## config.mk

```make
export PLATFORM = sky130hd
export DESIGN_NAME = sbus_read_master
export DESIGN_NICKNAME = d
export VERILOG_FILES = /design/src/rtl/sbus_rd_pkg.sv /design/src/rtl/sbus_phase_timer.sv /design/src/rtl/sbus_rd_capture.sv /design/src/rtl/sbus_read_master.sv
export SDC_FILE = /design/constraint.sdc
export NUM_CORES = 1
export LEC_CHECK = 0
export BUFFER_PORTS_ARGS = -buffer_cell sky130_fd_sc_hd__buf_2
export CORE_AREA = 8 8 94 112
export DETAILED_ROUTE_END_ITERATION = 10
export DIE_AREA = 0 0 102 120
export PLACE_DENSITY_LB_ADDON = 0.1
export REMOVE_ABC_BUFFERS = 1
export SLEW_MARGIN = 20
export SYNTH_ARGS = -nofsm -noshare
export SYNTH_HDL_FRONTEND = slang
export SYNTH_SLANG_ARGS = --single-unit
```

## constraint.sdc

```tcl
create_clock -name clk -period 1.5 [get_ports clk]
set_input_delay 0 -clock clk [delete_from_list [all_inputs] [get_ports clk]]
set_output_delay 0 -clock clk [all_outputs]
set_load 0.03 [all_outputs]
```

## src/rtl/sbus_rd_pkg.sv

```systemverilog
// Shared types for the synchronous bus read master.
// Assumes nothing beyond IEEE 1800-2017 synthesizable subset.
package sbus_rd_pkg;

    // Transaction phases, in the order a read walks through them.
    typedef enum logic [1:0] {
        PH_IDLE   = 2'd0,
        PH_SETUP  = 2'd1,
        PH_STROBE = 2'd2,
        PH_HOLD   = 2'd3
    } phase_e;

    // Bits needed to hold a down-counter start value of maxv.
    function automatic int cnt_width(input int maxv);
        return (maxv < 2) ? 1 : $clog2(maxv + 1);
    endfunction

endpackage

```

## src/rtl/sbus_phase_timer.sv

```systemverilog
// Down-counter that times one bus phase.
// A load sets the count. The count then falls by one per cycle and stops at
// zero. The expired flag is high while the count is zero, so a load value of
// N gives a phase N+1 cycles long.
// Assumes load_val fits in CW bits.
module sbus_phase_timer #(
    parameter int CW = 3
) (
    input  logic          clk,
    input  logic          rst_n,
    input  logic          load,
    input  logic [CW-1:0] load_val,
    output logic          expired
);

    logic [CW-1:0] cnt_q;

    // Load a new phase length, otherwise count down to zero and stay there.
    always_ff @(posedge clk) begin
        if (!rst_n) begin
            cnt_q <= '0;
        end else if (load) begin
            cnt_q <= load_val;
        end else if (cnt_q != '0) begin
            cnt_q <= cnt_q - 1'b1;
        end
    end

    assign expired = (cnt_q == '0);

endmodule

```

## src/rtl/sbus_rd_capture.sv

```systemverilog
// Data capture stage for the read master.
// Latches the bus data word when cap_en is high and raises a one-cycle done
// pulse in the following cycle. The word is held until the next capture.
// Assumes cap_en is never high in two consecutive cycles.
module sbus_rd_capture #(
    parameter int DW = 32
) (
    input  logic          clk,
    input  logic          rst_n,
    input  logic          cap_en,
    input  logic [DW-1:0] bus_data,
    output logic [DW-1:0] word_q,
    output logic          done_q
);

    // Hold the sampled word until the next capture.
    always_ff @(posedge clk) begin
        if (!rst_n) begin
            word_q <= '0;
        end else if (cap_en) begin
            word_q <= bus_data;
        end
    end

    // Done pulse follows the capture edge by one cycle.
    always_ff @(posedge clk) begin
        if (!rst_n) begin
            done_q <= 1'b0;
        end else begin
            done_q <= cap_en;
        end
    end

endmodule

```

## src/rtl/sbus_read_master.sv

```systemverilog
// Single-word read master for a synchronous bus with fixed cycle timing.
// Accepts a request (valid and ready both high) and then runs four phases:
//   setup  : address on the bus, READ low, SETUP_CYC cycles
//   strobe : READ high until the data word is captured, DATA_LAT+1 cycles
//   hold   : READ low while the slave still drives data, HOLD_CYC cycles
//   idle   : ready for the next request
// Assumes SETUP_CYC >= 1 and HOLD_CYC >= 1. Assumes the slave drives valid
// data from DATA_LAT cycles after READ rises until HOLD_CYC cycles after it
// falls.
module sbus_read_master
    import sbus_rd_pkg::*;
#(
    parameter int AW        = 16,
    parameter int DW        = 32,
    parameter int SETUP_CYC = 1,
    parameter int DATA_LAT  = 4,
    parameter int HOLD_CYC  = 2
) (
    input  logic          clk,
    input  logic          rst_n,
    input  logic          req_valid,
    input  logic [AW-1:0] req_addr,
    output logic          req_ready,
    output logic          rsp_valid,
    output logic [DW-1:0] rsp_data,
    output logic [AW-1:0] bus_addr,
    output logic          bus_read,
    input  logic [DW-1:0] bus_data
);

    localparam int SETUP_LD = SETUP_CYC - 1;
    localparam int HOLD_LD  = HOLD_CYC - 1;
    localparam int MAX_LD   = (DATA_LAT > SETUP_LD) ?
                              ((DATA_LAT > HOLD_LD) ? DATA_LAT : HOLD_LD) :
                              ((SETUP_LD > HOLD_LD) ? SETUP_LD : HOLD_LD);
    localparam int CW       = cnt_width(MAX_LD);

    phase_e        phase_q, phase_nxt;
    logic          tmr_load;
    logic [CW-1:0] tmr_val;
    logic          tmr_done;
    logic          cap_en;
    logic          accept;
    logic [AW-1:0] addr_q;

    assign accept = (phase_q == PH_IDLE) && req_valid;

    // Phase sequencing: each phase ends when the timer reaches zero.
    always_comb begin
        phase_nxt = phase_q;
        tmr_load  = 1'b0;
        tmr_val   = '0;
        cap_en    = 1'b0;
        case (phase_q)
            PH_IDLE: begin
                if (req_valid) begin
                    phase_nxt = PH_SETUP;
                    tmr_load  = 1'b1;
                    tmr_val   = CW'(SETUP_LD);
                end
            end
            PH_SETUP: begin
                if (tmr_done) begin
                    phase_nxt = PH_STROBE;
                    tmr_load  = 1'b1;
                    tmr_val   = CW'(DATA_LAT);
                end
            end
            PH_STROBE: begin
                if (tmr_done) begin
                    cap_en    = 1'b1;
                    phase_nxt = PH_HOLD;
                    tmr_load  = 1'b1;
                    tmr_val   = CW'(HOLD_LD);
                end
            end
            PH_HOLD: begin
                if (tmr_done) begin
                    phase_nxt = PH_IDLE;
                end
            end
            default: phase_nxt = PH_IDLE;
        endcase
    end

    // Phase register.
    always_ff @(posedge clk) begin
        if (!rst_n) begin
            phase_q <= PH_IDLE;
        end else begin
            phase_q <= phase_nxt;
        end
    end

    // Address register: sampled only when a request is accepted.
    always_ff @(posedge clk) begin
        if (!rst_n) begin
            addr_q <= '0;
        end else if (accept) begin
            addr_q <= req_addr;
        end
    end

    sbus_phase_timer #(
        .CW(CW)
    ) u_timer (
        .clk      (clk),
        .rst_n    (rst_n),
        .load     (tmr_load),
        .load_val (tmr_val),
        .expired  (tmr_done)
    );

    sbus_rd_capture #(
        .DW(DW)
    ) u_capture (
        .clk      (clk),
        .rst_n    (rst_n),
        .cap_en   (cap_en),
        .bus_data (bus_data),
        .word_q   (rsp_data),
        .done_q   (rsp_valid)
    );

    assign req_ready = (phase_q == PH_IDLE);
    assign bus_read  = (phase_q == PH_STROBE);
    assign bus_addr  = addr_q;


    setup_gap_chk: assert property (@(posedge clk) disable iff (!rst_n)
        $rose(bus_read) |-> $past(!req_ready));


    addr_hold_chk: assert property (@(posedge clk) disable iff (!rst_n)
        bus_read |-> $stable(bus_addr));


    done_single_chk: assert property (@(posedge clk) disable iff (!rst_n)
        rsp_valid |=> !rsp_valid);


    done_align_chk: assert property (@(posedge clk) disable iff (!rst_n)
        rsp_valid |-> $fell(bus_read));


    hold_quiet_chk: assert property (@(posedge clk) disable iff (!rst_n)
        $fell(bus_read) |=> (!bus_read && !req_ready));


    ready_idle_chk: assert property (@(posedge clk) disable iff (!rst_n)
        req_ready |-> (!bus_read && !rsp_valid));

endmodule

```

* Word level (Yosys, flattened, before mapping)
Cells that the tools add are included.
Cells by class: bitwise logic cells 0, reduce and logical (&&, ||, !) cells 7, shifts and indexed selects 0, divide/modulo/power cells 0, add/subtract/negate cells 1, multiplexer cells 14, multiply operators 0, eq/ne operators 7, $lt $le $gt $ge 0
Operators by type and width (number):
- 3-bit 2-to-1 mux | 3
- 2-bit 2-to-1 mux | 4
- 2-bit case mux with 4 select lines | 1
- 2-bit inequality test (second input constant) | 3
- 3-bit case mux with 2 select lines | 1
- 2-bit == test (second input constant) | 2
- 1-bit 2-to-1 mux | 4
- 4-bit AND reduction | 1
- 3-bit zero test | 1
- 3-bit nonzero test | 1
- 3-bit by 1-bit subtractor with 3-bit output (second input constant) | 1
- 2-bit by 1-bit == test with 1-bit output (second input constant) | 1
- 2-bit zero test | 1
- 2-bit by 1-bit inequality test with 1-bit output (second input constant) | 1
- 1-bit case mux with 2 select lines | 1
- 2-bit nonzero test | 1
- 2-bit OR reduction | 1
- 1-bit logical AND | 1
Storage, ports and cells: memories kept 0, latch bits 0, logic and storage cells 34, bits in read-only memories 0, output and inout port bits 51, RAM bits 0, bits in registers 54, input bits 51

* Longest topological paths before layout
Gate-level depths: netlist (run 1).
depth after elaboration 4, mapped depth 7, gate-level depth less buffers 5

* Hierarchy
Synthesis (run 1) repeated with hierarchy kept, for this count alone.
Second synthesis, totals: cells, all modules 222, area, all modules 2272.2 um^2
By module, submodules not included:
- sbus_rd_capture | area an instance 1270.0 um^2, seq. area each 660.6 um^2, times used 1, cells each 105
- sbus_read_master | area an instance 797.0 um^2, seq. area each 360.3 um^2, times used 1, cells each 95
- sbus_phase_timer | area an instance 205.2 um^2, seq. area each 60.1 um^2, times used 1, cells each 22

* Least setup slack after synthesis (run 1)
Ideal clock, no wire load.
path type register to register, start register phase_q[0], end register addr_q[10], in the netlist bus_addr[10], clock period less this slack 1521 ps, arrival 1451 ps, path slack -21 ps, data required time 1430 ps, setup time 70 ps, stages on the path, launching flop included 7, path buffers 1, cell sequence dfxtp_1 -> inv_1 -> ha_1 -> nand2_2 -> buf_1 -> nand2_1 -> a21oi_1
Between the ends: cells in the longest elaborated chain, start to end 2
RTL lines:
- from (decl) | RTL line sbus_read_master.sv:38 | phase_e phase_q, phase_nxt;
- from (signal assigned) | RTL line sbus_read_master.sv:91 | phase_q <= phase_nxt;
- 2-bit zero test
- net req_ready | RTL line sbus_read_master.sv:23 | output logic req_ready,
- 1-bit logical AND | RTL line sbus_read_master.sv:46 | assign accept = (phase_q == PH_IDLE) && req_valid;
- to (signal assigned) | RTL line sbus_read_master.sv:100 | addr_q <= req_addr;
- to (decl) | RTL line sbus_read_master.sv:44 | logic [AW-1:0] addr_q;
The timed path passes the listed nets, and every way through them passes these cells. A chain may end at the register's enable or synchronous reset.

* Worst setup path in the final report (run 1)
start register phase_q[0], end register u_capture.word_q[28]
Between the ends: cells in the longest elaborated chain, start to end 2
RTL lines:
- 2-bit == test | RTL line sbus_read_master.sv:54 | case (phase_q)
- 1-bit 2-to-1 mux | RTL line sbus_read_master.sv:54
- to (signal assigned) | RTL line sbus_rd_capture.sv:21 | word_q <= bus_data;
- to (decl) | RTL line sbus_rd_capture.sv:12 | output logic [DW-1:0] word_q,
No other way between the ends.

==> flow_metrics.env, run 1 <==
export IMPL_outcome="finished, final reports clean"
export IMPL_ys_async_sr_fraction=0
export IMPL_power_ir_vdd_worst_mv=0.637
export IMPL_cellLeakagePower_nw=1.50
export IMPL_swShare=0.402
export IMPL_h_tree_depth=2
export IMPL_proportion_of_power_drawn_by_combinational_gates=0.482
export IMPL_power_density_cell_area_mw_per_mm2=1520
export IMPL_clk_transition_reported_paths_ns=0.10
export IMPL_drt_iter0_markers=119
export IMPL_timing_hold_violations_final=0
export IMPL_design_core_area_mm2=0.00884
export IMPL_final_net_count=460
export IMPL_relative_contribution_of_the_clock_network_to_total_power=0.159
export IMPL_antenna_cells_inserted=0
export IMPL_post_dr_vias_cell=4.12
export IMPL_min_period_ns=1.44
export IMPL_timing_max_cap_violations=0
export IMPL_main_flop_type_after_synthesis="sky130_fd_sc_hd__dfxtp_1"
export IMPL_global_route_wire_length_before_repair_um=10300
export IMPL_totalWireLength_um=6560
export IMPL_netlist_instances=255
export IMPL_maximum_number_of_pins_on_one_net_before_global_route_repair=36
export IMPL_start_util=0.240
export IMPL_worst_hold_path_type="in -> reg"
export IMPL_internal_power_w=0.00306
export IMPL_syn_avg_cell_area_um2=8.32
export IMPL_post_synth_instance_area_mm2=0.00212
export IMPL_grt_pass1_vias=2164
export IMPL_grt_total_usage=0.102
export IMPL_yosys_area_top_type="sky130_fd_sc_hd__dfxtp_1"
export IMPL_layout_core_utilization=0.381
export IMPL_cts_tree="yes"
export IMPL_synth_seq_cells=54
export IMPL_synth_edf_count=0
export IMPL_path_type_of_the_worst_setup_path="reg -> reg"
export IMPL_dpl_cell_area_mm2=0.00274
export IMPL_ctsRootBufferMaster="sky130_fd_sc_hd__clkbuf_8"
export IMPL_worst_ep_arrival_time_ns=1.67
export IMPL_timing_worst_slew_pin_value_ns=0.392
export IMPL_grt_remaining_overflow=0
export IMPL_port_buffer_count=101
export IMPL_grt_antenna_before_repair=0
export IMPL_critical_path_startpoint_type="flop"
export IMPL_synth_yosys_seq_area_share=0.509
export IMPL_instances_no_fill=524
export IMPL_die_width_um=102
export IMPL_dp_hpwl_um=4430
export IMPL_netlist_top_cells_area="sky130_fd_sc_hd__dfxtp_1 (51%), sky130_fd_sc_hd__nand2_1 (18%), sky130_fd_sc_hd__a21oi_1 (11%)"
export IMPL_setup_viol_count_final=0
export IMPL_routed_wire_length_per_instance_um=12.5
export IMPL_number_of_warnings_printed_during_yosys_synthesis=0
export IMPL_final_antenna_net_count=0
export IMPL_power_switching_w=0.00206
export IMPL_drt_first_pass_iters=4
export IMPL_die_y_um=120
export IMPL_placement_rows=38
export IMPL_number_of_sinks_handled_by_clock_tree_synthesis=54
export IMPL_fp_dieArea_mm2=0.0122
export IMPL_critPathMaxFanout=32
export IMPL_clockBufferDepth=2
export IMPL_worstReg2RegStart="phase_q[0]$_SDFFE_PN0P_"
export IMPL_num_vias=2159
export IMPL_placed_cells=466
export IMPL_p_seq_frac=0.359
export IMPL_synth_top_cell_area_share=0.509
export IMPL_areaGrowthSynthToFinish_pct=59.0
export IMPL_clk_insertion_delay_late_ns=0.30
export IMPL_setup_reg_to_reg_worst_slack_ns=0.06
export IMPL_crit_end="u_capture.word_q[28]$_SDFFE_PN0P_"
export IMPL_grt_setup_unrepaired="true"
export IMPL_crit_path_end_kind="flop"
export IMPL_final_period_utilization=0.962
export IMPL_post_route_cells_drive_above_1_share=0.322
export IMPL_worst_clock_skew_ns=0.00736
export IMPL_power_w=0.00512
export IMPL_numCtsBuffers=5
export IMPL_achievable_frequency_mhz=693
export IMPL_max_slew_margin_rel=0.739
export IMPL_boundaryPins=102
export IMPL_reg2reg_depth=6
export IMPL_route_detailed_drc=0
export IMPL_gp_congestion=0.752
export IMPL_timing_critical_path_required_ns=1.73
export IMPL_post_synth_num_cell_types=34
export IMPL_worstReg2RegEnd="u_capture.word_q[28]$_SDFFE_PN0P_"
export IMPL_worst_setup_path_startpoint="phase_q[0]$_SDFFE_PN0P_"
export IMPL_final_design_area_no_fill_mm2=0.00337
export IMPL_final_max_slew_viol_count=0
cell families (layout without fill, tap and decap cells):
logic type | after synthesis | count (layout) | share of synthesized area
and+or+nand+nor | 113 | 113 | 0.226
DFF | 54 | 54 | 0.509
buffers and inverters | 22 | 171 | 0.0625
muxes | 2 | 2 | 0.00943
AOI/OAI and AO/OA | 58 | 58 | 0.157
adders and majority gates | 6 | 6 | 0.0354
power groups by stage:
stage / sequential (W) / combinational (W) / clock (W)
after floorplan: 0.00221 / 0.00113 / 0
after global placement: 0.00185 / 0.00217 / 0
after detailed placement: 0.00186 / 0.00218 / 0
after CTS: 0.00183 / 0.00228 / 0.000875
after global routing: 0.00187 / 0.00270 / 0.000920
final: 0.00183 / 0.00247 / 0.000816
layout make-up:
class	count	area, um2
fill	932	5470
clock inverter	2	13.8
timing repair buffer	157	1070
sequential	54	1080
tap	120	150
multi-input combinational	179	957
inverter	6	22.5
clock buffer	6	72.6
sequential cells by signal (all words and copies together) (netlist names):
name / flops
u_capture.done_q: 1
u_capture.word_q: 32
bus_addr: 16
u_timer.cnt_q: 3
phase_q: 2
Yosys cell counts, drive strengths merged, types with 2 or more instances:
cell / count
and2: 2
dfxtp: 54
nor2: 2
nand2: 100
ha: 6
a21oi: 48
a221oi: 2
clkbuf: 5
buf: 11
mux2i: 2
inv: 6
routing by layer:
metal | part of all wire | global-route usage | vias up
met2 | 0.44 | 0.162 | 76
li1 | - | - | 1128
met5 | 0 | 0 | -
met4 | 0.0044 | 0.0294 | 0
met3 | 0.092 | 0.0365 | 2
met1 | 0.46 | 0.126 | 953
placed cells by master (no fill, tap or decap), drive strengths merged:
cell / instances
buf: 108
mux2i: 2
inv: 5
nand3: 1
nor3: 1
and3b: 1
o211ai: 1
clkbuf: 6
a21oi: 48
o21ai: 1
o21a: 1
nor2b: 1
dfxtp: 54
nand3b: 1
clkinv: 3
a2bb2oi: 1
nand4b: 1
o221ai: 1
o211a: 1
nand4bb: 1
ha: 6
nand2: 100
o21bai: 1
and2: 2
and4b: 1
and3: 1
dlygate4sd3: 49
a221oi: 2
nor2: 2
o31ai: 1
worst max-delay path, stage by stage (launching register included):
cell and delay (ns):
sky130_fd_sc_hd__dfxtp_2 0.35, sky130_fd_sc_hd__inv_1 0.13, sky130_fd_sc_hd__ha_2 0.27, sky130_fd_sc_hd__and3b_1 0.22, sky130_fd_sc_hd__buf_12 0.19, sky130_fd_sc_hd__nand2_1 0.08, sky130_fd_sc_hd__a21oi_1 0.12
through the flow:
stage                     setup slack, ns  hold slack [ns]  TNS [ns]
after floorplan                    -0.337            0.133    -11.52
after global placement             0.0221            0.240         0
after detailed placement          0.00363            0.248         0
after CTS                         -0.0248           0.0889   -0.0248
after global routing              -0.0504            0.122    -0.618
final                              0.0568           0.0981         0
how the worst min path moves through the flow:
stage | from | end | slack (ns) | cells after the start
2_1_floorplan | rst_n | phase_q[0]$_SDFFE_PN0P_ | 0.13 | 1
3_3_place_gp | bus_data[5] | u_capture.word_q[5]$_SDFFE_PN0P_ | 0.24 | 3
3_5_place_dp | req_addr[4] | bus_addr[4]$_SDFFE_PN0P_ | 0.25 | 3
4_1_cts | req_valid | phase_q[1]$_SDFFE_PN0P_ | 0.09 | 4
5_1_grt | req_valid | phase_q[1]$_SDFFE_PN0P_ | 0.12 | 4
6_report | req_valid | phase_q[1]$_SDFFE_PN0P_ | 0.1 | 4
timing repair:
action,CTS,global route
buffers inserted,0,1
pin swaps,0,1
setup endpoints to repair,1,28
hold buffers,49,0
endpoints found under the hold margin,50,0
resized for setup,0,10
Note: power is estimated with default switching activity, not from simulation.
==> run 2, diff against run 1 <==
- CELL_PAD_IN_SITES_DETAIL_PLACEMENT: not set -> 0
- CELL_PAD_IN_SITES_GLOBAL_PLACEMENT: not set -> 1
==> run 2 against run 1 <==
- wire length is 5.4% higher
- sequential power hardly changed
- combinational power is 3% higher
- via count is 0.97% higher
- maximum frequency is 3.9% higher
- final cell count is 0.38% higher
- register-to-register slack better by 0.05 ns
- utilization is 0.69 points higher
- non-clock buffer count is 3 higher
- setup slack better by 0.055 ns
- critical path type unchanged
- critical endpoint is now u_timer.cnt_q[1]$_SDFFE_PN0P_
- largest cell class is now buffers
==> flow_metrics.env, run 2 (synthesis gave the netlist of run 1 again) <==
export IMPL_drt_iter0_markers=53
export IMPL_antenna_cells_inserted=0
export IMPL_cts_tree="yes"
export IMPL_timing_max_cap_violations=0
export IMPL_critPathMaxFanout=8
export IMPL_largest_register_ff_count=32
export IMPL_port_buffer_count=101
export IMPL_number_of_sinks_handled_by_clock_tree_synthesis=54
export IMPL_die_width_um=102
export IMPL_p_seq_frac=0.355
export IMPL_boundaryPins=102
export IMPL_die_y_um=120
export IMPL_worstPathCellList="inv_1, ha_4, nor2b_4, buf_4, mux2i_1, and3_1"
export IMPL_critical_path_startpoint_type="flop"
export IMPL_h_tree_depth=2
export IMPL_final_period_utilization=0.926
export IMPL_relative_contribution_of_the_clock_network_to_total_power=0.154
export IMPL_totalWireLength_um=6910
export IMPL_power_ir_vdd_worst_mv=0.777
export IMPL_placement_rows=38
export IMPL_worst_clock_skew_ns=0.00606
export IMPL_layout_core_utilization=0.388
export IMPL_most_frequent_cells_in_the_layout="sky130_fd_sc_hd__buf_2 (101), sky130_fd_sc_hd__nand2_1 (99), sky130_fd_sc_hd__dfxtp_1 (52)"
export IMPL_timing_critical_path_required_ns=1.75
export IMPL_cellLeakagePower_nw=1.52
export IMPL_global_route_wire_length_before_repair_um=10900
export IMPL_grt_setup_unrepaired="false"
export IMPL_dr_wl_met3_um=660
export IMPL_timing_worst_slew_pin_value_ns=0.393
export IMPL_num_vias=2180
export IMPL_power_w=0.00518
export IMPL_pre_cts_ws_ns=0.0218
export IMPL_final_max_slew_viol_count=0
export IMPL_path_type_of_the_worst_setup_path="reg -> reg"
export IMPL_met2RoutedLength_um=3210
export IMPL_post_dr_vias_cell=4.14
export IMPL_proportion_of_power_drawn_by_combinational_gates=0.491
export IMPL_cpPeakStageDelay_ns=0.31
export IMPL_drt_first_pass_iters=4
export IMPL_setup_viol_count_final=0
export IMPL_ctsRootBufferMaster="sky130_fd_sc_hd__clkbuf_8"
export IMPL_grt_remaining_overflow=0
export IMPL_clk_transition_reported_paths_ns=0.10
export IMPL_worst_ep_arrival_time_ns=1.64
export IMPL_timing_final_ws_setup_ns=0.111
export IMPL_final_antenna_net_count=0
export IMPL_dp_hpwl_um=4460
export IMPL_crit_path_end_kind="flop"
export IMPL_grt_antenna_before_repair=0
export IMPL_numCtsBuffers=5
export IMPL_outcome="finished, final reports clean"
export IMPL_power_density_cell_area_mw_per_mm2=1510
export IMPL_grt_pass1_vias=2244
export IMPL_most_common_cell_after_layout_fill_and_taps_aside="sky130_fd_sc_hd__buf_2"
export IMPL_start_util=0.240
export IMPL_hold_worst_slack_ns=0.0866
export IMPL_maximum_number_of_pins_on_one_net_before_global_route_repair=33
export IMPL_routed_wire_length_per_instance_um=13.1
export IMPL_cp_slowest_cell="sky130_fd_sc_hd__dfxtp_1"
export IMPL_swShare=0.398
export IMPL_fillerInstances=943
export IMPL_clockBufferDepth=2
export IMPL_grt_total_usage=0.111
export IMPL_clk_insertion_delay_late_ns=0.30
export IMPL_crit_family="simple AND/OR/NAND/NOR gates"
export IMPL_met1Wirelength_um=3000
export IMPL_areaGrowthSynthToFinish_pct=61.9
export IMPL_power_switching_w=0.00206
export IMPL_fp_dieArea_mm2=0.0122
export IMPL_achievable_frequency_mhz=720
export IMPL_route_detailed_drc=0
export IMPL_worst_hold_path_type="in -> reg"
export IMPL_design_core_area_mm2=0.00884
export IMPL_post_route_cells_drive_above_1_share=0.325
export IMPL_min_period_ns=1.39
export IMPL_critPathBufInv=2
export IMPL_final_net_count=463
export IMPL_top_layer="met4"
export IMPL_internal_power_w=0.00312
export IMPL_gp_congestion=0.683
export IMPL_max_slew_margin_rel=0.737
export IMPL_timing_hold_violations_final=0
export IMPL_largest_register="u_capture.word_q"
run 2: tightest hold or removal path, cell delays in order:
cell and delay, ns:
sky130_fd_sc_hd__buf_2 0.12, sky130_fd_sc_hd__inv_1 0.06, sky130_fd_sc_hd__a2bb2oi_2 0.06, sky130_fd_sc_hd__mux2i_1 0.11
run 2: power by group through the flow:
stage / clock network (W) / logic, W / registers [W]
floorplan: 0 / 0.00113 / 0.00221
global placement: 0 / 0.00223 / 0.00185
detailed placement: 0 / 0.00221 / 0.00186
CTS: 0.000870 / 0.00233 / 0.00183
global route: 0.000931 / 0.00280 / 0.00187
finish: 0.000799 / 0.00254 / 0.00184
run 2: cell type report:
type | instances | area [um2] | area share
flip-flops and latches | 54 | 1090 | 0.316
inverters | 6 | 22.5 | 0.00656
multi-input cells | 179 | 955 | 0.278
well taps | 120 | 150 | 0.0437
repair buffers | 160 | 1140 | 0.332
clock inverters | 1 | 7.51 | 0.00219
clock buffers | 6 | 72.6 | 0.0211
run 2: final timing paths:
check	start	end	slack, ns	cells after the start
max	u_timer.cnt_q[0]$_SDFFE_PN0P_	u_timer.cnt_q[1]$_SDFFE_PN0P_	0.11	6
min reg2reg	u_capture.word_q[10]$_SDFFE_PN0P_	u_capture.word_q[10]$_SDFFE_PN0P_	0.45	2
max reg2reg	u_timer.cnt_q[0]$_SDFFE_PN0P_	u_timer.cnt_q[1]$_SDFFE_PN0P_	0.11	6
min	req_valid	phase_q[1]$_SDFFE_PN0P_	0.09	4
run 2: layer usage:
| layer | GRT usage | up-vias |
|---|---|---|
| met5 | 0 | - |
| met4 | 0.0276 | 0 |
| met3 | 0.0423 | 4 |
| met2 | 0.184 | 76 |
| met1 | 0.130 | 968 |
| li1 | - | 1132 |
run 2: metrics by stage:
step / std cells / cell area [um2] / setup TNS, ns
5_1_grt: 526 / 3430 / 0
2_1_floorplan: 239 / 2010 / -11.52
6_report: 526 / 3430 / 0
3_3_place_gp: 466 / 2760 / -0.00372
4_1_cts: 523 / 3350 / -0.00448
3_5_place_dp: 466 / 2760 / 0
run 2: repair_timing:
item / 4_1_cts / 5_1_grt
endpoints found under the setup margin: 2 / 40
cloned: 0 / 1
buffers inserted: 0 / 2
hold buffers: 50 / 0
pin swaps: 0 / 1
resized for setup: 1 / 12
hold endpoints to repair: 51 / 0
